<file path="src/rtl/lsm_pkg.sv">
package lsm_pkg;
  typedef enum logic [1:0] {
    ST_IDLE  = 2'd0,
    ST_SETUP = 2'd1,
    ST_XFER  = 2'd2,
    ST_DONE  = 2'd3
  } lsm_state_e;

  // down: addresses walk toward lower values; pre: adjust before each word
  typedef struct packed {
    logic down;
    logic pre;
  } walk_t;
endpackage

</file>
<file path="src/rtl/lsm_mode_map.sv">
module lsm_mode_map
  import lsm_pkg::*;
(
  input  logic       stack_sel,
  input  logic [1:0] mode,
  input  logic       is_load,
  output walk_t      walk
);
  // Stack style: mode[1] = grows upward, mode[0] = pointer names free slot.
  // A push walks against a pop; both flip with the load/store select.
  always_comb begin
    if (stack_sel) begin
      walk.down = mode[1] ^ ~is_load;
      walk.pre  = mode[0] ^ ~is_load;
    end else begin
      walk.down = mode[1];
      walk.pre  = mode[0];
    end
  end
endmodule

</file>
<file path="src/rtl/lsm_popcount.sv">
module lsm_popcount #(
  parameter int N     = 16,
  parameter int CNT_W = $clog2(N + 1)
) (
  input  logic [N-1:0]     vec,
  output logic [CNT_W-1:0] count
);
  logic [CNT_W-1:0] partial [0:N];

  assign partial[0] = '0;
  for (genvar g = 0; g < N; g++) begin : g_sum
    assign partial[g+1] = partial[g] + CNT_W'(vec[g]);
  end
  assign count = partial[N];
endmodule

</file>
<file path="src/rtl/lsm_first_set.sv">
module lsm_first_set #(
  parameter int N     = 16,
  parameter int IDX_W = $clog2(N)
) (
  input  logic [N-1:0]     vec,
  output logic [IDX_W-1:0] idx
);
  always_comb begin
    idx = '0;
    for (int i = N - 1; i >= 0; i--) begin
      if (vec[i]) idx = IDX_W'(i);
    end
  end
endmodule

</file>
<file path="src/rtl/lsm_window.sv">
module lsm_window
  import lsm_pkg::*;
#(
  parameter int ADDR_W     = 32,
  parameter int CNT_W      = 5,
  parameter int WORD_BYTES = 4
) (
  input  logic [ADDR_W-1:0] base,
  input  logic [CNT_W-1:0]  count,
  input  walk_t             walk,
  output logic [ADDR_W-1:0] low_addr,
  output logic [ADDR_W-1:0] new_base
);
  localparam logic [ADDR_W-1:0] STEP = ADDR_W'(WORD_BYTES);

  logic [ADDR_W-1:0] span;
  logic [ADDR_W-1:0] bottom;

  assign span   = ADDR_W'(count) * STEP;
  assign bottom = base - span;

  always_comb begin
    unique case ({walk.down, walk.pre})
      2'b00:   low_addr = base;
      2'b01:   low_addr = base + STEP;
      2'b10:   low_addr = bottom + STEP;
      default: low_addr = bottom;
    endcase
    new_base = walk.down ? bottom : (base + span);
  end
endmodule

</file>
<file path="src/rtl/lsm_addr_seq.sv">
module lsm_addr_seq
  import lsm_pkg::*;
#(
  parameter int ADDR_W     = 32,
  parameter int NREG       = 16,
  parameter int WORD_BYTES = 4,
  localparam int IDX_W     = $clog2(NREG),
  localparam int CNT_W     = $clog2(NREG + 1)
) (
  input  logic              clk,
  input  logic              rst_n,
  input  logic              start,
  input  logic [ADDR_W-1:0] base_addr,
  input  logic [NREG-1:0]   reg_mask,
  input  logic [1:0]        mode,
  input  logic              stack_sel,
  input  logic              is_load,
  input  logic              wb_en,
  input  logic              mem_ready,
  output logic              busy,
  output logic              mem_req,
  output logic              mem_we,
  output logic [ADDR_W-1:0] mem_addr,
  output logic [IDX_W-1:0]  reg_idx,
  output logic              done,
  output logic              wb_we,
  output logic [ADDR_W-1:0] wb_value
);
  localparam logic [ADDR_W-1:0] STEP = ADDR_W'(WORD_BYTES);

  lsm_state_e        state_q, state_d;
  logic [NREG-1:0]   mask_q, mask_d;
  logic [ADDR_W-1:0] base_q;
  logic [ADDR_W-1:0] addr_q, addr_d;
  logic [ADDR_W-1:0] wbv_q;
  walk_t             walk_q, walk_in;
  logic              load_q, wben_q;

  logic              cap_en;
  logic              win_en;
  logic              mask_en;
  logic              addr_en;

  logic [CNT_W-1:0]  count;
  logic [ADDR_W-1:0] low_addr;
  logic [ADDR_W-1:0] new_base;

  lsm_mode_map u_map (
    .stack_sel (stack_sel),
    .mode      (mode),
    .is_load   (is_load),
    .walk      (walk_in)
  );

  lsm_popcount #(.N(NREG), .CNT_W(CNT_W)) u_cnt (
    .vec   (mask_q),
    .count (count)
  );

  lsm_window #(.ADDR_W(ADDR_W), .CNT_W(CNT_W), .WORD_BYTES(WORD_BYTES)) u_win (
    .base     (base_q),
    .count    (count),
    .walk     (walk_q),
    .low_addr (low_addr),
    .new_base (new_base)
  );

  lsm_first_set #(.N(NREG), .IDX_W(IDX_W)) u_pick (
    .vec (mask_q),
    .idx (reg_idx)
  );

  // Next-state and enables
  always_comb begin
    state_d = state_q;
    mask_d  = mask_q;
    addr_d  = addr_q;
    cap_en  = 1'b0;
    win_en  = 1'b0;
    mask_en = 1'b0;
    addr_en = 1'b0;
    unique case (state_q)
      ST_IDLE: begin
        if (start) begin
          cap_en  = 1'b1;
          mask_en = 1'b1;
          mask_d  = reg_mask;
          state_d = ST_SETUP;
        end
      end
      ST_SETUP: begin
        win_en  = 1'b1;
        addr_en = 1'b1;
        addr_d  = low_addr;
        state_d = (mask_q == '0) ? ST_DONE : ST_XFER;
      end
      ST_XFER: begin
        if (mem_ready) begin
          mask_en = 1'b1;
          addr_en = 1'b1;
          mask_d  = mask_q & (mask_q - NREG'(1));
          addr_d  = addr_q + STEP;
          if ((mask_q & (mask_q - NREG'(1))) == '0) state_d = ST_DONE;
        end
      end
      default: state_d = ST_IDLE;
    endcase
  end

  always_ff @(posedge clk or negedge rst_n) begin
    if (!rst_n) state_q <= ST_IDLE;
    else        state_q <= state_d;
  end

  always_ff @(posedge clk or negedge rst_n) begin
    if (!rst_n) begin
      base_q <= '0;
      walk_q <= '0;
      load_q <= 1'b0;
      wben_q <= 1'b0;
    end else if (cap_en) begin
      base_q <= base_addr;
      walk_q <= walk_in;
      load_q <= is_load;
      wben_q <= wb_en;
    end
  end

  always_ff @(posedge clk or negedge rst_n) begin
    if (!rst_n)       mask_q <= '0;
    else if (mask_en) mask_q <= mask_d;
  end

  always_ff @(posedge clk or negedge rst_n) begin
    if (!rst_n)       addr_q <= '0;
    else if (addr_en) addr_q <= addr_d;
  end

  always_ff @(posedge clk or negedge rst_n) begin
    if (!rst_n)      wbv_q <= '0;
    else if (win_en) wbv_q <= new_base;
  end

  assign busy     = (state_q != ST_IDLE);
  assign mem_req  = (state_q == ST_XFER);
  assign mem_we   = mem_req & ~load_q;
  assign mem_addr = addr_q;
  assign done     = (state_q == ST_DONE);
  assign wb_we    = done & wben_q;
  assign wb_value = wbv_q;
endmodule

</file>
<file path="config.mk">
export PLATFORM = sky130hd
export DESIGN_NAME = lsm_addr_seq
export DESIGN_NICKNAME = d
export VERILOG_FILES = /design/src/rtl/lsm_pkg.sv /design/src/rtl/lsm_mode_map.sv /design/src/rtl/lsm_popcount.sv /design/src/rtl/lsm_first_set.sv /design/src/rtl/lsm_window.sv /design/src/rtl/lsm_addr_seq.sv
export SDC_FILE = /design/constraint.sdc
export NUM_CORES = 1
export LEC_CHECK = 0
export BUFFER_PORTS_ARGS = -buffer_cell sky130_fd_sc_hd__buf_2
export CAP_MARGIN = 10
export CORE_MARGIN = 5
export CORE_UTILIZATION = 55
export CTS_CLUSTER_SIZE = 16
export DETAILED_ROUTE_END_ITERATION = 10
export GPL_TIMING_DRIVEN = 0
export PLACE_DENSITY = 0.79
export SYNTH_ARGS = -nofsm -noshare
export SYNTH_HDL_FRONTEND = slang
export SYNTH_SLANG_ARGS = --single-unit
</file>
<file path="constraint.sdc">
create_clock -name clk -period 8.34 [get_ports clk]
set_input_delay 2.502 -clock clk [delete_from_list [all_inputs] [get_ports clk]]
set_output_delay 2.502 -clock clk [all_outputs]
set_load 0.05 [all_outputs]
</file>
==> flow_summary_export.csv, run 1 <==
group,metric,value,unit
floorplanning,initial_core_util,0.555,
hold_path,hp-start,"wben_q",
sta,rsz0062_at_grt,"false",
global_route,grt_pass1_vias,9495,
logic_synthesis,synthTopCellsByArea,"dfrtp_1 30%, mux2_2 7.5%, xnor2_1 5.8%",
sta,whs,0.499,ns
route,firstDrtPassIters,8,
clocking,cts_buffers,17,
sta,tightest_slew,1.19,ns
sta,fmax,134,MHz
clocking,postCtsSetupRepairBufs,0,
logic_synthesis,avgSynthCellArea,8.56,sq um
layout,fin_nets,1399,
logic_synthesis,ys_types,84,
placement,io_buffers,129,
logic_synthesis,syn-num-nets,1250,
worst_setup_path,critPathSlowestCell,"a211oi_2",
worst_setup_path,path_cells,"inv_1, fa_1, fa_1, fa_1, fa_1, fa_1, fa_1, xnor2_1, ha_1, buf_2, or2_1, a211oi_2, o21ai_1, a222oi_1, and3_1, buf_4, nand4_4, o41a_1, o21ai_1, a211oi_2",
sta,min_period,7.46,ns
worst_setup_path,slowest_delay,0.67,ns
global_route,antenna_found_initial,0,
status,status,"complete, no violations",
clocking,cts_root_buf,"clkbuf_16",
logic_synthesis,ys_ff_latch,118,
sta,relSlewSlack,0.198,
logic_synthesis,yosysWarnings,0,
logic_synthesis,synth_top_area_frac,0.299,
worst_setup_path,r2r_start,"mask_q[5]",
worst_setup_path,cpMostUsedCell,"fa_1",
worst_setup_path,startpoint,"mask_q[5]",
route,antenna_left,0,
sta,hold_viol_final,0,
logic_synthesis,ys_seq_area_frac,0.299,
placement,placed_area,10800,sq um
logic_synthesis,synth_area,9860,sq um
global_route,grt-ovfl-total,0,
floorplanning,boundaryPins,130,
layout,drive_gt1_frac,0.205,
route,wl,31.8,mm
layout,area_delta_synth_final,16.0,%
hold_path,hold_class,"reg2reg",
global_route,grt_usage,0.308,
logic_synthesis,postSynthCellCount,1152,
floorplanning,fp.dieH,144,um
worst_setup_path,crit_family,"adder cells",
clocking,clockBufferDepth,2,
placement,finalWeightedCongestion,0.982,
route,drt_iter0_drc,1383,
sta,report.final.slew_viol_count,0,
clocking,path_clk_slew,0.05,ns
worst_setup_path,end_kind,"register",
logic_synthesis,yosysTopAreaCell,"dfrtp_1",
layout,final_area,11400,sq um
clocking,clock_latency,0.43,ns
global_route,grt_max_degree,76,
route,via_per_inst,6.38,
layout,diodes,0,
placement,dp_hpwl,23.9,mm
clocking,post_cts_resized,0,
worst_setup_path,path_max_fanout,9,
logic_synthesis,synth_ff_type,"dfrtp_1",
worst_setup_path,cp.required,8.63,ns
route,drt-wirelength-per-cell,20.6,um
worst_setup_path,cp.arrival,7.75,ns
sta,fin_skew,0.0151,ns
sta,finalSetupViolCount,0,
clocking,cts.sinks,118,
flow_run,cap_violations,0,
clocking,hold_buffers,0,
logic_synthesis,synthArstFlopShare,1.00,
layout,most-common-layout-cells,"136 x buf_2, 118 x dfrtp_1, 107 x nand2_1",
floorplanning,die_w,144,um
layout,final_common_cell,"buf_2",
floorplanning,dieArea,20700,sq um
global_route,grt_pass1_wl,50.2,mm
sta,tns,0,ns
worst_setup_path,worst-path-buf-inv,3,
floorplanning,rows,49,
route,drc_errors,0,
route,route.vias.total,9850,
sta,fin_crit_sh,0.894,
worst_setup_path,critPathKind,"reg2reg",
floorplanning,core,17800,sq um
clocking,cts_tree,"built",
worst_setup_path,worstSetupStartpointType,"register",
logic_synthesis,synth_edf_count,0,
clocking,cts_max_level,4,
==> state kept, by name (all words and copies together), names as in the netlist <==
signal / cells
base_q: 32
load_q: 1
mask_q: 16
mem_addr: 32
state_q: 2
walk_q: 2
wb_value: 32
wben_q: 1
==> kinds of logic (layout without fill, tap and decap cells) <==
family,Yosys count,after routing,synth area share
flip-flops,118,118,0.299
adder cells (fa/ha/maj),42,42,0.0622
AND/OR/NAND/NOR,399,399,0.212
XOR/XNOR,90,90,0.0799
multiplexers,77,77,0.0867
AO/OA/AOI/OAI,298,298,0.208
buffers and inverters,128,290,0.0520
==> worst register-to-register path, cell delays in order (launching register included) <==
cell and delay (ns):
dfrtp_1 0.48, inv_1 0.13, fa_1 0.48, fa_1 0.58
fa_1 0.44, fa_1 0.49, fa_1 0.43, fa_1 0.43
xnor2_1 0.34, ha_1 0.30, buf_2 0.17, or2_1 0.31
a211oi_2 0.67, o21ai_1 0.20, a222oi_1 0.50, and3_1 0.24
buf_4 0.17, nand4_4 0.19, o41a_1 0.45, o21ai_1 0.24
a211oi_2 0.11
==> area by class of cell <==
type                            instances  area, sq um
Sequential cell                       118         2950
Inverter                               51          191
Clock inverter                          9          150
Clock buffer                           23          458
Timing Repair Buffer                  130          679
Buffer                                 77          322
Tap cell                              229          287
Multi-Input combinational cell        906         6400
Fill cell                            1516         6340
==> final timing paths <==
path	to	slack [ns]	cells after the start
max	mem_addr[29]	0.88	20
min	wben_q	0.50	1
max reg2reg	mem_addr[29]	0.88	20
min reg2reg	wben_q	0.50	1
max in group asynchronous	wb_value[17]	5.60	2
min in group asynchronous	mask_q[1]	2.00	1
==> through the flow <==
stage          setup slack [ns]  utilization  instances
6_report                  0.883        0.643       1543
5_1_grt                   0.621        0.643       1543
4_1_cts                   0.979        0.643       1543
3_5_place_dp               1.04        0.609       1511
3_3_place_gp               1.12        0.607       1510
2_1_floorplan              1.95            -       1152
==> synthesized netlist by cell type (5+ instances only) <==
library cell	number
nor3_1	42
inv_1	48
nor4_1	19
nand3_1	34
a21oi_1	60
or2_2	9
mux2i_1	10
ha_1	29
o311ai_0	6
a32oi_1	5
buf_1	12
nor3_2	6
a22oi_1	8
a22o_1	6
o21ai_0	64
nand2b_1	8
dfrtp_1	118
and3_1	15
and4_1	5
a222oi_1	10
xnor2_1	65
nor2_1	76
or3_1	11
o31ai_1	11
a211oi_1	9
a221oi_1	8
a21boi_0	6
or4_1	5
o21bai_1	6
buf_2	8
mux2_2	66
nand2_1	107
fa_1	12
nand4_1	21
clkbuf_1	53
o211ai_1	8
nor2b_1	13
xor2_1	25
a21o_1	21
o21ai_1	11
a31oi_1	13
==> routing by layer <==
| layer | track usage | part of all wire |
|---|---|---|
| met5 | 0 | 0 |
| met2 | 0.486 | 0.44 |
| met4 | 0.120 | 0.037 |
| met3 | 0.0609 | 0.096 |
| met1 | 0.420 | 0.42 |
Power of run 1 is left out: the tool's default activity adds up to more than one toggle a clock period on the data nets, which glitch-free logic cannot reach.
==> run 2, diff against run 1 <==
RECOVER_POWER = 50   (was not set)
==> flow_summary_export.csv, run 2 (synthesis gave the netlist of run 1 again) <==
group,metric,value,unit
global_route,grt_pass1_wl,50.2,mm
hold_path,hold_class,"reg2reg",
clocking,clock_latency,0.43,ns
worst_setup_path,worstSetupStartpointType,"register",
layout,fin_nets,1399,
sta,fin_skew,0.0153,ns
layout,final_common_cell,"buf_2",
worst_setup_path,slowest_delay,0.66,ns
clocking,cts_max_level,4,
clocking,hold_buffers,0,
sta,finalSetupViolCount,0,
layout,diodes,0,
worst_setup_path,cp.required,8.63,ns
global_route,grt_usage,0.308,
clocking,postCtsSetupRepairBufs,0,
sta,rsz0062_at_grt,"false",
sta,fin_crit_sh,0.897,
clocking,cts_buffers,17,
placement,place_inst,1511,
clocking,post_cts_resized,0,
sta,hold_viol_final,0,
placement,io_buffers,129,
worst_setup_path,cpMostUsedCell,"fa_1",
clocking,cts_root_buf,"clkbuf_16",
clocking,cts_tree,"built",
sta,report.final.slew_viol_count,44,
route,wl,31.8,mm
worst_setup_path,critPathSlowestCell,"a211oi_2",
status,violations,"capacitance limit, slew limit",
worst_setup_path,end_kind,"register",
global_route,grt-ovfl-total,0,
layout,area_delta_synth_final,15.7,%
floorplanning,dieArea,20700,sq um
floorplanning,initial_core_util,0.555,
floorplanning,die_w,144,um
global_route,antenna_found_initial,0,
worst_setup_path,critPathKind,"reg2reg",
route,route.vias.total,9810,
sta,min_period,7.48,ns
global_route,grt_max_degree,76,
flow_run,cap_violations,1,
layout,stdcell_count,1543,
sta,tns,0,ns
placement,finalWeightedCongestion,0.982,
route,drt_iter0_drc,1230,
sta,fmax,134,MHz
route,drc_errors,0,
floorplanning,rows,49,
floorplanning,boundaryPins,130,
worst_setup_path,path_max_fanout,9,
sta,relSlewSlack,-0.708,
placement,dp_hpwl,23.9,mm
route,firstDrtPassIters,6,
layout,drive_gt1_frac,0.193,
sta,fin_ws,0.857,ns
route,antenna_left,0,
worst_setup_path,cp.arrival,7.78,ns
worst_setup_path,path_cells,"inv_1, fa_1, fa_1, fa_1, fa_1, fa_1, fa_1, xnor2_1, ha_1, buf_2, or2_1, a211oi_2, o21ai_1, a222oi_1, and3_1, buf_4, nand4_4, o41a_1, o21ai_1, a211oi_2",
route,drt-wirelength-per-cell,20.6,um
floorplanning,fp.dieH,144,um
route,via_per_inst,6.36,
global_route,grt_pass1_vias,9495,
status,status,"finished with violations",
clocking,cts.sinks,118,
clocking,path_clk_slew,0.05,ns
placement,pre_cts_ws,1.04,ns
layout,most-common-layout-cells,"121 x buf_2, 118 x dfrtp_1, 107 x nand2_1",
clocking,clockBufferDepth,2,
sta,tightest_slew,2.56,ns
floorplanning,core,17800,sq um
## run 2: critical path, delay by kind of cell, from the launching register on
kind	cells	cell delay, ns
adder cells (fa/ha/maj)	7	3.15
XOR/XNOR	1	0.34
buffers and inverters	3	0.47
flip-flops	1	0.49
AND/OR/NAND/NOR	3	0.74
AO/OA/AOI/OAI	6	2.18
## run 2: path summary, 6_finish.rpt
kind                           start            to  slack (ns)  cells after the start
hold reg to reg               wben_q        wben_q        0.50                      1
max in group asynchronous      rst_n    base_q[23]        3.99                      1
setup / recovery           mask_q[5]  mem_addr[29]        0.86                     20
hold / removal                wben_q        wben_q        0.50                      1
setup reg to reg           mask_q[5]  mem_addr[29]        0.86                     20
min in group asynchronous      rst_n     mask_q[1]        2.87                      1
## run 2: final cells by class
| class | instances | area (sq um) |
|---|---|---|
| clock buffer | 23 | 458 |
| fill | 1528 | 6370 |
| tap | 229 | 287 |
| clock inverter | 9 | 150 |
| buffer | 77 | 322 |
| timing repair buffer | 130 | 653 |
| sequential | 118 | 2950 |
| inverter | 51 | 191 |
| multi-input combinational | 906 | 6400 |
## run 2: through the flow
step	util	area [sq um]	hold WS, ns
after floorplan	-	9860	0.460
after global placement	0.607	10800	0.483
after detailed placement	0.609	10800	0.490
after CTS	0.643	11400	0.502
after global routing	0.642	11400	0.520
final	0.642	11400	0.499
## run 2: metal layers
layer / global-route usage / up-vias / wire (um)
met5: 0 / - / 0
met4: 0.120 / 0 / 1000
li1: - / 4520 / -
met1: 0.420 / 4620 / 13500
met3: 0.0609 / 85 / 3060
met2: 0.486 / 585 / 14200
Power of run 2 is left out for the same reason.
